File: src/rtl/irq_lvl_pkg.sv
package irq_lvl_pkg;
  localparam int unsigned LVL_W = 3;
  typedef logic [LVL_W-1:0] lvl_t;
  localparam lvl_t LVL_TOP = '1;
endpackage

File: src/rtl/irq_lvl_arbiter.sv
module irq_lvl_arbiter
  import irq_lvl_pkg::*;
#(
  parameter int unsigned NUM_SRC = 8,
  parameter int unsigned SRC_W   = 3
) (
  input  logic [NUM_SRC-1:0]       valid_i,
  input  logic [NUM_SRC*LVL_W-1:0] level_i,
  input  lvl_t                     mask_i,
  output logic                     hit_o,
  output logic [SRC_W-1:0]         src_o,
  output lvl_t                     level_o
);
  lvl_t                lvl   [NUM_SRC];
  logic [NUM_SRC-1:0]  elig;

  for (genvar g = 0; g < NUM_SRC; g++) begin : g_elig
    assign lvl[g]  = level_i[g*LVL_W +: LVL_W];
    // level 0 is no request; top level ignores the mask
    assign elig[g] = valid_i[g] && (lvl[g] != '0) &&
                     ((lvl[g] >= mask_i) || (lvl[g] == LVL_TOP));
  end

  always_comb begin
    level_o = '0;
    src_o   = '0;
    for (int i = 0; i < NUM_SRC; i++) begin
      // strict compare keeps the lowest index on ties
      if (elig[i] && (lvl[i] > level_o)) begin
        level_o = lvl[i];
        src_o   = SRC_W'(i);
      end
    end
    hit_o = (level_o != '0);
  end
endmodule

File: src/rtl/irq_lvl_stack.sv
module irq_lvl_stack
  import irq_lvl_pkg::*;
#(
  parameter int unsigned DEPTH = 8
) (
  input  logic clk_i,
  input  logic rst_ni,
  input  logic push_i,
  input  logic pop_i,
  input  lvl_t data_i,
  output lvl_t top_o,
  output logic nonempty_o,
  output logic overflow_o
);
  localparam int unsigned CNT_W = $clog2(DEPTH + 1);
  localparam int unsigned IDX_W = (DEPTH > 1) ? $clog2(DEPTH) : 1;

  lvl_t             mem_q [DEPTH];
  logic [CNT_W-1:0] cnt_q;
  logic             ovf_q;
  logic [IDX_W-1:0] top_idx, wr_idx;
  logic             full;

  assign full       = (cnt_q == CNT_W'(DEPTH));
  assign nonempty_o = (cnt_q != '0);
  assign top_idx    = IDX_W'(cnt_q - 1'b1);
  assign wr_idx     = IDX_W'(cnt_q);
  assign top_o      = mem_q[top_idx];
  assign overflow_o = ovf_q;

  always_ff @(posedge clk_i or negedge rst_ni) begin
    if (!rst_ni) begin
      cnt_q <= '0;
      ovf_q <= 1'b0;
      for (int i = 0; i < DEPTH; i++) mem_q[i] <= '0;
    end else if (push_i && pop_i && nonempty_o) begin
      mem_q[top_idx] <= data_i;  // pop then push in one cycle
    end else if (push_i) begin
      if (full) ovf_q <= 1'b1;
      else begin
        mem_q[wr_idx] <= data_i;
        cnt_q         <= cnt_q + 1'b1;
      end
    end else if (pop_i && nonempty_o) begin
      cnt_q <= cnt_q - 1'b1;
    end
  end
endmodule

File: src/rtl/irq_level_ctrl.sv
module irq_level_ctrl
  import irq_lvl_pkg::*;
#(
  parameter int unsigned NUM_SRC     = 8,
  parameter int unsigned STACK_DEPTH = 8,
  localparam int unsigned SRC_W      = (NUM_SRC > 1) ? $clog2(NUM_SRC) : 1
) (
  input  logic                     clk_i,
  input  logic                     rst_ni,
  input  logic [NUM_SRC-1:0]       req_valid_i,
  input  logic [NUM_SRC*LVL_W-1:0] req_level_i,
  input  logic                     boundary_i,
  input  logic                     ei_i,
  input  logic [LVL_W-1:0]         ei_level_i,
  input  logic                     di_i,
  input  logic                     swi_i,
  input  logic                     reti_i,
  output logic                     accept_o,
  output logic [SRC_W-1:0]         accept_src_o,
  output logic                     accept_soft_o,
  output logic [LVL_W-1:0]         mask_o,
  output logic                     overflow_o
);
  lvl_t             mask_q, mask_d, eff_mask, arb_lvl, stk_top;
  logic             do_reti, do_swi, do_di, do_ei;
  logic             arb_hit, hw_take, push, stk_nonempty;
  logic [SRC_W-1:0] arb_src;
  logic             acc_q, soft_q;
  logic [SRC_W-1:0] src_q;

  // one command per cycle, by fixed priority
  assign do_reti = reti_i;
  assign do_swi  = swi_i && !reti_i;
  assign do_di   = di_i  && !reti_i && !swi_i;
  assign do_ei   = ei_i  && !reti_i && !swi_i && !di_i;

  irq_lvl_arbiter #(.NUM_SRC(NUM_SRC), .SRC_W(SRC_W)) u_arb (
    .valid_i (req_valid_i),
    .level_i (req_level_i),
    .mask_i  (mask_q),
    .hit_o   (arb_hit),
    .src_o   (arb_src),
    .level_o (arb_lvl)
  );

  irq_lvl_stack #(.DEPTH(STACK_DEPTH)) u_stk (
    .clk_i      (clk_i),
    .rst_ni     (rst_ni),
    .push_i     (push),
    .pop_i      (do_reti),
    .data_i     (eff_mask),
    .top_o      (stk_top),
    .nonempty_o (stk_nonempty),
    .overflow_o (overflow_o)
  );

  always_comb begin
    if (do_reti)    eff_mask = stk_nonempty ? stk_top : mask_q;
    else if (do_di) eff_mask = LVL_TOP;
    else if (do_ei) eff_mask = ei_level_i;
    else            eff_mask = mask_q;
  end

  assign hw_take = boundary_i && !do_swi && arb_hit;
  assign push    = hw_take || do_swi;
  assign mask_d  = (hw_take && (arb_lvl != LVL_TOP)) ? lvl_t'(arb_lvl + 1'b1)
                                                     : eff_mask;

  always_ff @(posedge clk_i or negedge rst_ni) begin
    if (!rst_ni) begin
      mask_q <= LVL_TOP;
      acc_q  <= 1'b0;
      soft_q <= 1'b0;
      src_q  <= '0;
    end else begin
      mask_q <= mask_d;
      acc_q  <= push;
      soft_q <= do_swi;
      src_q  <= hw_take ? arb_src : '0;
    end
  end

  assign accept_o      = acc_q;
  assign accept_soft_o = soft_q;
  assign accept_src_o  = src_q;
  assign mask_o        = mask_q;
endmodule

File: config.mk
export PLATFORM = sky130hd
export DESIGN_NAME = irq_level_ctrl
export DESIGN_NICKNAME = d
export VERILOG_FILES = /design/src/rtl/irq_lvl_pkg.sv /design/src/rtl/irq_lvl_arbiter.sv /design/src/rtl/irq_lvl_stack.sv /design/src/rtl/irq_level_ctrl.sv
export SDC_FILE = /design/constraint.sdc
export NUM_CORES = 1
export LEC_CHECK = 0
export BUFFER_PORTS_ARGS = -buffer_cell sky130_fd_sc_hd__buf_2
export CORE_MARGIN = 3
export CORE_UTILIZATION = 50
export CTS_CLUSTER_SIZE = 14
export DETAILED_ROUTE_END_ITERATION = 10
export PLACE_DENSITY = 0.79
export SETUP_SLACK_MARGIN = 0.15
export SYNTH_ARGS = -nofsm -noshare
export SYNTH_HDL_FRONTEND = slang
export SYNTH_HIERARCHICAL = 1
export SYNTH_SLANG_ARGS = --single-unit
File: constraint.sdc
create_clock -name clk_i -period 15.7 [get_ports clk_i]
set_input_delay 3.925 -clock clk_i [delete_from_list [all_inputs] [get_ports clk_i]]
set_output_delay 3.925 -clock clk_i [all_outputs]
set_load 0.1 [all_outputs]
# [Yosys cells after proc, flatten, opt, wreduce, memory -nomap -nowiden]
# Cells that the tools add are included.
[word_totals] register_bits=37 input_bits=42 out_inout_bits=9 elab_cells=154
[op_classes] n_addsub=3 n_lt_le_gt_ge=20 eq_ne=12 n_mux=36 n_bitwise=3 reduce_logical=66
[ops] operator="2-to-1 mux 24 bit" count=3
[ops] operator="2-to-1 mux 3 bit" count=22
[ops] operator="bitwise mux 24 bit" count=2
[ops] operator="logical AND 1 bit" count=38
[ops] operator="nonzero test 3 bit" count=9
[ops] operator="equality test 3 bit, second input constant" count=8
[ops] operator="greater-or-equal comparator 3 bit" count=8
[ops] operator="> comparator 3 bit" count=7
[ops] operator="demux 3 bit (select 3 bit)" count=2
[ops] operator="2-to-1 mux 4 bit" count=3
[ops] operator="binary-select mux 3 bit (select 3 bit)" count=1
[ops] operator="logical OR 1 bit" count=9
[ops] operator="greater-or-equal comparator 4 bit, second input constant" count=2
[ops] operator="< comparator 4 x 1 -> 1 bit, second input constant" count=2
[ops] operator="NOT 3 -> 4 bit" count=2
[ops] operator="AND reduction 3 bit" count=2
[ops] operator="adder 4 x 1 -> 4 bit, second input constant" count=1
[ops] operator="equality test 4 bit, second input constant" count=1
[ops] operator="logical NOT 1 bit" count=4
[ops] operator="2-to-1 mux 2 bit" count=2
[ops] operator="inequality test 2 bit, second input constant" count=2
[ops] operator="nonzero test 2 bit" count=2
[ops] operator="nonzero test 4 bit" count=1
[ops] operator="subtractor 4 x 1 -> 4 bit, second input constant" count=1
[ops] operator="other kinds (6)" count=6

# [Depth between registers and ports, before layout]
[logic_depth] ltp_word=33 mapped_depth=59 depth_no_buf=57

# [Hierarchy]
# Netlist, hierarchy kept.
[modules_own_cells] mod="irq_lvl_arbiter" instances=1 cells_per_inst=225 area_each_um2=1687.9 seq_area_each_um2=0.0
[modules_own_cells] mod="irq_lvl_stack" instances=1 cells_per_inst=131 area_each_um2=1656.6 seq_area_each_um2=725.7
[modules_own_cells] mod="irq_level_ctrl" instances=1 cells_per_inst=41 area_each_um2=467.9 seq_area_each_um2=203.9

# [Worst setup path before layout]
# OpenSTA, ideal clock, no wires.
[synth_path] path_type="input-to-reg" startpoint="in req_level_i[0]" endpoint="reg u_stk/mem_q[16] (netlist bit)" setup_ps=128 arrival_ps=15039 required_time_ps=15572 slack_ps=533 path_stages=57 n_path_buf=1 path_cell_list="inv_1 ha_1 nand2b_1 a21oi_1 nor3_1 inv_1 ha_1 nor2b_1 o21a_1 o211a_2 inv_2 mux2_1 ha_1 or2_2 maj3_2 o221ai_1 nor3_1 ha_1 [21 not listed] o21a_1 o211ai_1 nor2_1 a21oi_1 inv_1 ha_1 a31oi_1 o211ai_1 and2_1 a211oi_1 a2111o_1 nand2_1 nand2b_1 clkbuf_1 nand2_1 or4_4 a21oi_4 mux2_1"
[synth_between] elab_chain_cells=33 word_cells_on_any_way=39 cone_classes="9 x order compare; 2 x eq/ne; 9 x mux; 19 x reduce/logical"
[synth_rtl] item="from (decl)" line="irq_level_ctrl.sv:11" text="input logic [NUM_SRC*LVL_W-1:0] req_level_i,"
[synth_rtl] item="greater-or-equal comparator 3 bit, or another cell as far along" line="irq_lvl_arbiter.sv:21" text="((lvl[g] >= mask_i) || (lvl[g] == LVL_TOP));"
[synth_rtl] item="logical OR 1 bit / logical AND 1 bit (equally long branches)" line="irq_lvl_arbiter.sv:21, irq_lvl_arbiter.sv:20"
[synth_rtl] item="logical AND 1 bit" line="irq_lvl_arbiter.sv:20" text="assign elig[g] = valid_i[g] && (lvl[g] != '0) &&"
[synth_rtl] item="logical AND 1 bit" line="irq_lvl_arbiter.sv:29" text="if (elig[i] && (lvl[i] > level_o)) begin"
[synth_rtl] item="2-to-1 mux 3 bit *" line="irq_lvl_arbiter.sv:29"
[synth_rtl] item="> comparator 3 bit" line="irq_lvl_arbiter.sv:29"
[synth_rtl] item="logical AND 1 bit" line="irq_lvl_arbiter.sv:29"
[synth_rtl] item="2-to-1 mux 3 bit *" line="irq_lvl_arbiter.sv:29"
[synth_rtl] item="[18 not listed]"
[synth_rtl] item="named net arb_lvl[1]" line="irq_level_ctrl.sv:24" text="lvl_t mask_q, mask_d, eff_mask, arb_lvl, stk_top;"
[synth_rtl] item="nonzero test 3 bit *" line="irq_lvl_arbiter.sv:34" text="hit_o = (level_o != '0);"
[synth_rtl] item="named net arb_hit" line="irq_level_ctrl.sv:26" text="logic arb_hit, hw_take, push, stk_nonempty;"
[synth_rtl] item="logical AND 1 bit *" line="irq_level_ctrl.sv:64" text="assign hw_take = boundary_i && !do_swi && arb_hit;"
[synth_rtl] item="logical OR 1 bit *" line="irq_level_ctrl.sv:65" text="assign push = hw_take || do_swi;"
[synth_rtl] item="named net push" line="irq_level_ctrl.sv:26"
[synth_rtl] item="logical AND 1 bit (2 in a row)" line="irq_lvl_stack.sv:36" text="end else if (push_i && pop_i && nonempty_o) begin"
[synth_rtl] item="inequality test 2 bit (no source line) / nonzero test 2 bit (equally long branches)"
[synth_rtl] item="AND reduction 2 bit (no source line)"
[synth_rtl] item="to (signal, indexed assignment)" line="irq_lvl_stack.sv:37" text="mem_q[top_idx] <= data_i;"
[synth_rtl] item="to (signal, indexed assignment)" line="irq_lvl_stack.sv:41" text="mem_q[wr_idx] <= data_i;"
[synth_rtl] item="to (decl)" line="irq_lvl_stack.sv:18" text="lvl_t mem_q [DEPTH];"
# Mark *: on every way through the listed nets, which the timed path passes. The rest lies on a longest branch.
# A chain may end at the register's enable or synchronous reset.

# [Worst setup path in the final report]
[layout_path] startpoint="in req_level_i[0]" endpoint="reg u_stk/mem_q[7] (netlist bit)"
[layout_between] elab_chain_cells=33 word_cells_on_any_way=39 cone_classes="9 x order compare; 2 x eq/ne; 9 x mux; 19 x reduce/logical"
[layout_rtl] item="greater-or-equal comparator 3 bit, or another cell as far along" line="irq_lvl_arbiter.sv:21"
[layout_rtl] item="logical OR 1 bit / logical AND 1 bit (equally long branches)" line="irq_lvl_arbiter.sv:21, irq_lvl_arbiter.sv:20"
[layout_rtl] item="logical AND 1 bit" line="irq_lvl_arbiter.sv:20"
[layout_rtl] item="logical AND 1 bit" line="irq_lvl_arbiter.sv:29"
[layout_rtl] item="2-to-1 mux 3 bit *" line="irq_lvl_arbiter.sv:29"
[layout_rtl] item="> comparator 3 bit" line="irq_lvl_arbiter.sv:29"
[layout_rtl] item="logical AND 1 bit" line="irq_lvl_arbiter.sv:29"
[layout_rtl] item="2-to-1 mux 3 bit *" line="irq_lvl_arbiter.sv:29"
[layout_rtl] item="[18 not listed]"
[layout_rtl] item="nonzero test 3 bit *" line="irq_lvl_arbiter.sv:34"
[layout_rtl] item="named net arb_hit" line="irq_level_ctrl.sv:26"
[layout_rtl] item="logical AND 1 bit *" line="irq_level_ctrl.sv:64"
[layout_rtl] item="logical OR 1 bit *" line="irq_level_ctrl.sv:65"
[layout_rtl] item="named net push" line="irq_level_ctrl.sv:26"
[layout_rtl] item="logical AND 1 bit (2 in a row)" line="irq_lvl_stack.sv:36"
[layout_rtl] item="inequality test 2 bit (no source line) / nonzero test 2 bit (equally long branches)"
[layout_rtl] item="AND reduction 2 bit (no source line)"
# Marked as above.

==> impl_metrics.py <==
metrics = {
    "run_status": {
        "outcome": "completed",
    },
    "global_routing": {
        "grt_pass1_vias": 3079,
        "grt_use_total_pct": 20.4,
        "overflow": 0,
        "antenna_found_initial": 0,
        "grt_max_degree": 38,
        "grt_pass1_wl_um": 14500,
    },
    "placement": {
        "place_inst": 539,
        "portBuffers": 50,
        "dpl.hpwl_um": 6790,
        "gp_congestion": 0.839,
        "dpl-instance-area_um2": 4150,
    },
    "logic_synthesis": {
        "synth_seq_area_share_pct": 24.4,
        "synth_top_cell_area_share_pct": 22.3,
        "synth-seq-cells": 37,
        "synth-main-ff-cell": "dfrtp_1",
        "synth_common_cells": "42 x ha_1, 34 x dfrtp_1, 29 x mux2_2, 27 x inv_1, 25 x nor2_1",
        "yosys_warnings": 6,
        "synth_most_common_cell": "ha_1",
        "synth_edf_count": 0,
        "synth.area.top_cells": "dfrtp_1 22%, ha_1 14%, mux2_2 8.6%",
        "synth_cell_types": 78,
        "syn-num-nets": 481,
        "synth_cells": 397,
        "avgSynthCellArea_um2": 9.60,
        "synthArstFlopShare_pct": 100,
        "synthesis.area_um2": 3810,
        "synth_top_area_cell": "dfrtp_1",
    },
    "floorplanning": {
        "io_pins": 51,
        "die_area_um2": 8710,
        "fp.dieW_um": 93.3,
        "coreArea_um2": 7330,
        "fp.dieH_um": 93.3,
        "initial_utilization_pct": 52.0,
        "num_rows": 31,
    },
    "detailed_routing": {
        "vias": 3352,
        "first_pass_iters": 5,
        "ant_nets": 0,
        "routed_wl_um": 9180,
        "drc": 0,
        "routed_via_density": 6.01,
        "wl_per_cell_um": 16.4,
        "drt_first_iter_violations": 253,
    },
    "cts": {
        "clkSlewWorstSetupHoldPaths_ps": 70,
        "htreeDepth": 2,
        "cts_tree": "yes",
        "clk_latency_ps": 280,
        "ctsHoldBuffers": 0,
        "numCtsBuffers": 5,
        "clock_path_buffers": 2,
        "cts.sinks": 37,
        "root_buffer": "clkbuf_8",
    },
    "setup_path": {
        "end_kind": "flop",
        "path_common_cell": "ha_1",
        "worst-setup-path-type": "in2reg",
        "cp-start-kind": "primary input",
        "required_ps": 15870,
        "crit_path_max_fanout": 7,
        "slowest_delay_ps": 370,
        "cpMaxStageDelayCell": "mux2_2",
        "arrival_ps": 15270,
    },
    "finish": {
        "layout-drive-gt1-share_pct": 33.6,
        "insertedDiodeCount": 0,
        "num-fill-cells": 601,
        "syn_to_final_growth_pct": 16.5,
        "fin_area_um2": 4440,
        "nets": 542,
        "final_util_pct": 60.6,
        "stdcell_count": 558,
    },
    "sta": {
        "slew_viol_final": 0,
        "finClkSkew_ps": 7.70,
        "worst_pin_slew_ps": 855,
        "period_share_pct": 96.2,
        "setup_violations": 0,
        "post-route-min-period_ps": 15100,
        "rsz0062_at_grt": "no",
        "max_freq_mhz": 66.2,
        "finalHoldViolCount": 0,
        "relSlewSlack_pct": 42.8,
    },
    "pwr": {
        "leakage_nw": 2.04,
        "p_per_area_nw_per_um2": 207,
        "vdd_drop_max_mv": 0.111,
    },
    "worst_hold_path": {
        "hp-class": "reg2reg",
    },
    "job": {
        "maxCapViolCount": 0,
    },
}
-- timing repair --
action / 4_1_cts / 5_1_grt
gates cloned: 0 / 1
buffers inserted: 1 / 9
resized for setup: 6 / 21
setup endpoints to repair: 27 / 32
pin swaps: 1 / 8
-- cells in the final DEF, fill, tap and decap left out, drive strengths merged, types with 11 or more instances in the layout --
cell type   n
dfrtp      34
a21oi      16
nand2b     11
nand2      23
o21ai      14
mux2       37
nor2       25
inv        28
buf        66
ha         42
-- kinds of logic (layout without fill, tap and decap cells) --
logic type      Yosys count  after routing  share of synthesized area [%]
compound gates          107            107                           21.9
mux                      48             48                           16.1
simple gates            115            115                           17.3
xor+xnor                  6              6                           1.38
fa+ha+maj                44             44                           14.3
buf+inv                  40            102                           4.69
flops                    37             37                           24.4
-- state kept, by name, summed over array words and instances, names as in the netlist --
signal,count
accept_o,1
accept_soft_o,1
accept_src_o,3
mask_o,3
u_stk/cnt_q,4
u_stk/mem_q,24
u_stk/overflow_o,1
-- path summary, 6_finish.rpt --
path	cells after the start	start	slack [ps]	end
max reg2reg	57	mask_o[2]	3610	u_stk/mem_q[7]
min	1	u_stk/overflow_o	460	u_stk/overflow_o
min reg2reg	1	u_stk/overflow_o	460	u_stk/overflow_o
max in group asynchronous	1	rst_ni	11470	accept_src_o[2]
min in group asynchronous	1	rst_ni	3720	u_stk/cnt_q[0]
max	58	req_level_i[0]	600	u_stk/mem_q[7]
-- power by group --
| part | switching, mW | internal [mW] |
|---|---|---|
| combinational | 0.364 | 0.292 |
| clock | 0.0326 | 0.0397 |
| sequential | 0.0476 | 0.146 |
| total | 0.444 | 0.477 |
-- layout make-up --
class                      instances  area [um^2]  area share, %
sequential                        37          930           20.9
tap                               99          124           2.79
multi-input combinational        320         2810           63.3
timing repair buffer              66          372           8.37
inverter                          28          105           2.37
clock buffer                       7         96.3           2.17
clock inverter                     1         5.00          0.113
-- stage by stage --
| step | power (mW) | TNS (ps) | hold slack [ps] | worst slack, ps |
|---|---|---|---|---|
| floorplan | 0.678 | 0 | 453 | 533 |
| global placement | 0.774 | 0 | 456 | 7.13 |
| detailed placement | 0.804 | -7800 | 455 | -431 |
| CTS | 0.886 | 0 | 471 | 172 |
| global route | 0.986 | 0 | 499 | 31.4 |
| finish | 0.921 | 0 | 461 | 601 |
-- worst max-delay path, delay by kind of cell --
family                     cells  cell delay, ps
AOI/OAI and AO/OA             17            3130
adders and majority gates      9            2610
buffers and inverters          9            1020
muxes                          7            2240
and+or+nand+nor               16            2340
-- per-layer routing --
layer	track usage [%]	part of all wire [%]	up-vias
met4	4.76	0.85	0
met1	27.2	44	1593
met3	2.09	5.0	10
met5	0	0	-
li1	-	-	1620
met2	35.4	50	129
Power figures use the tool's default switching activity.
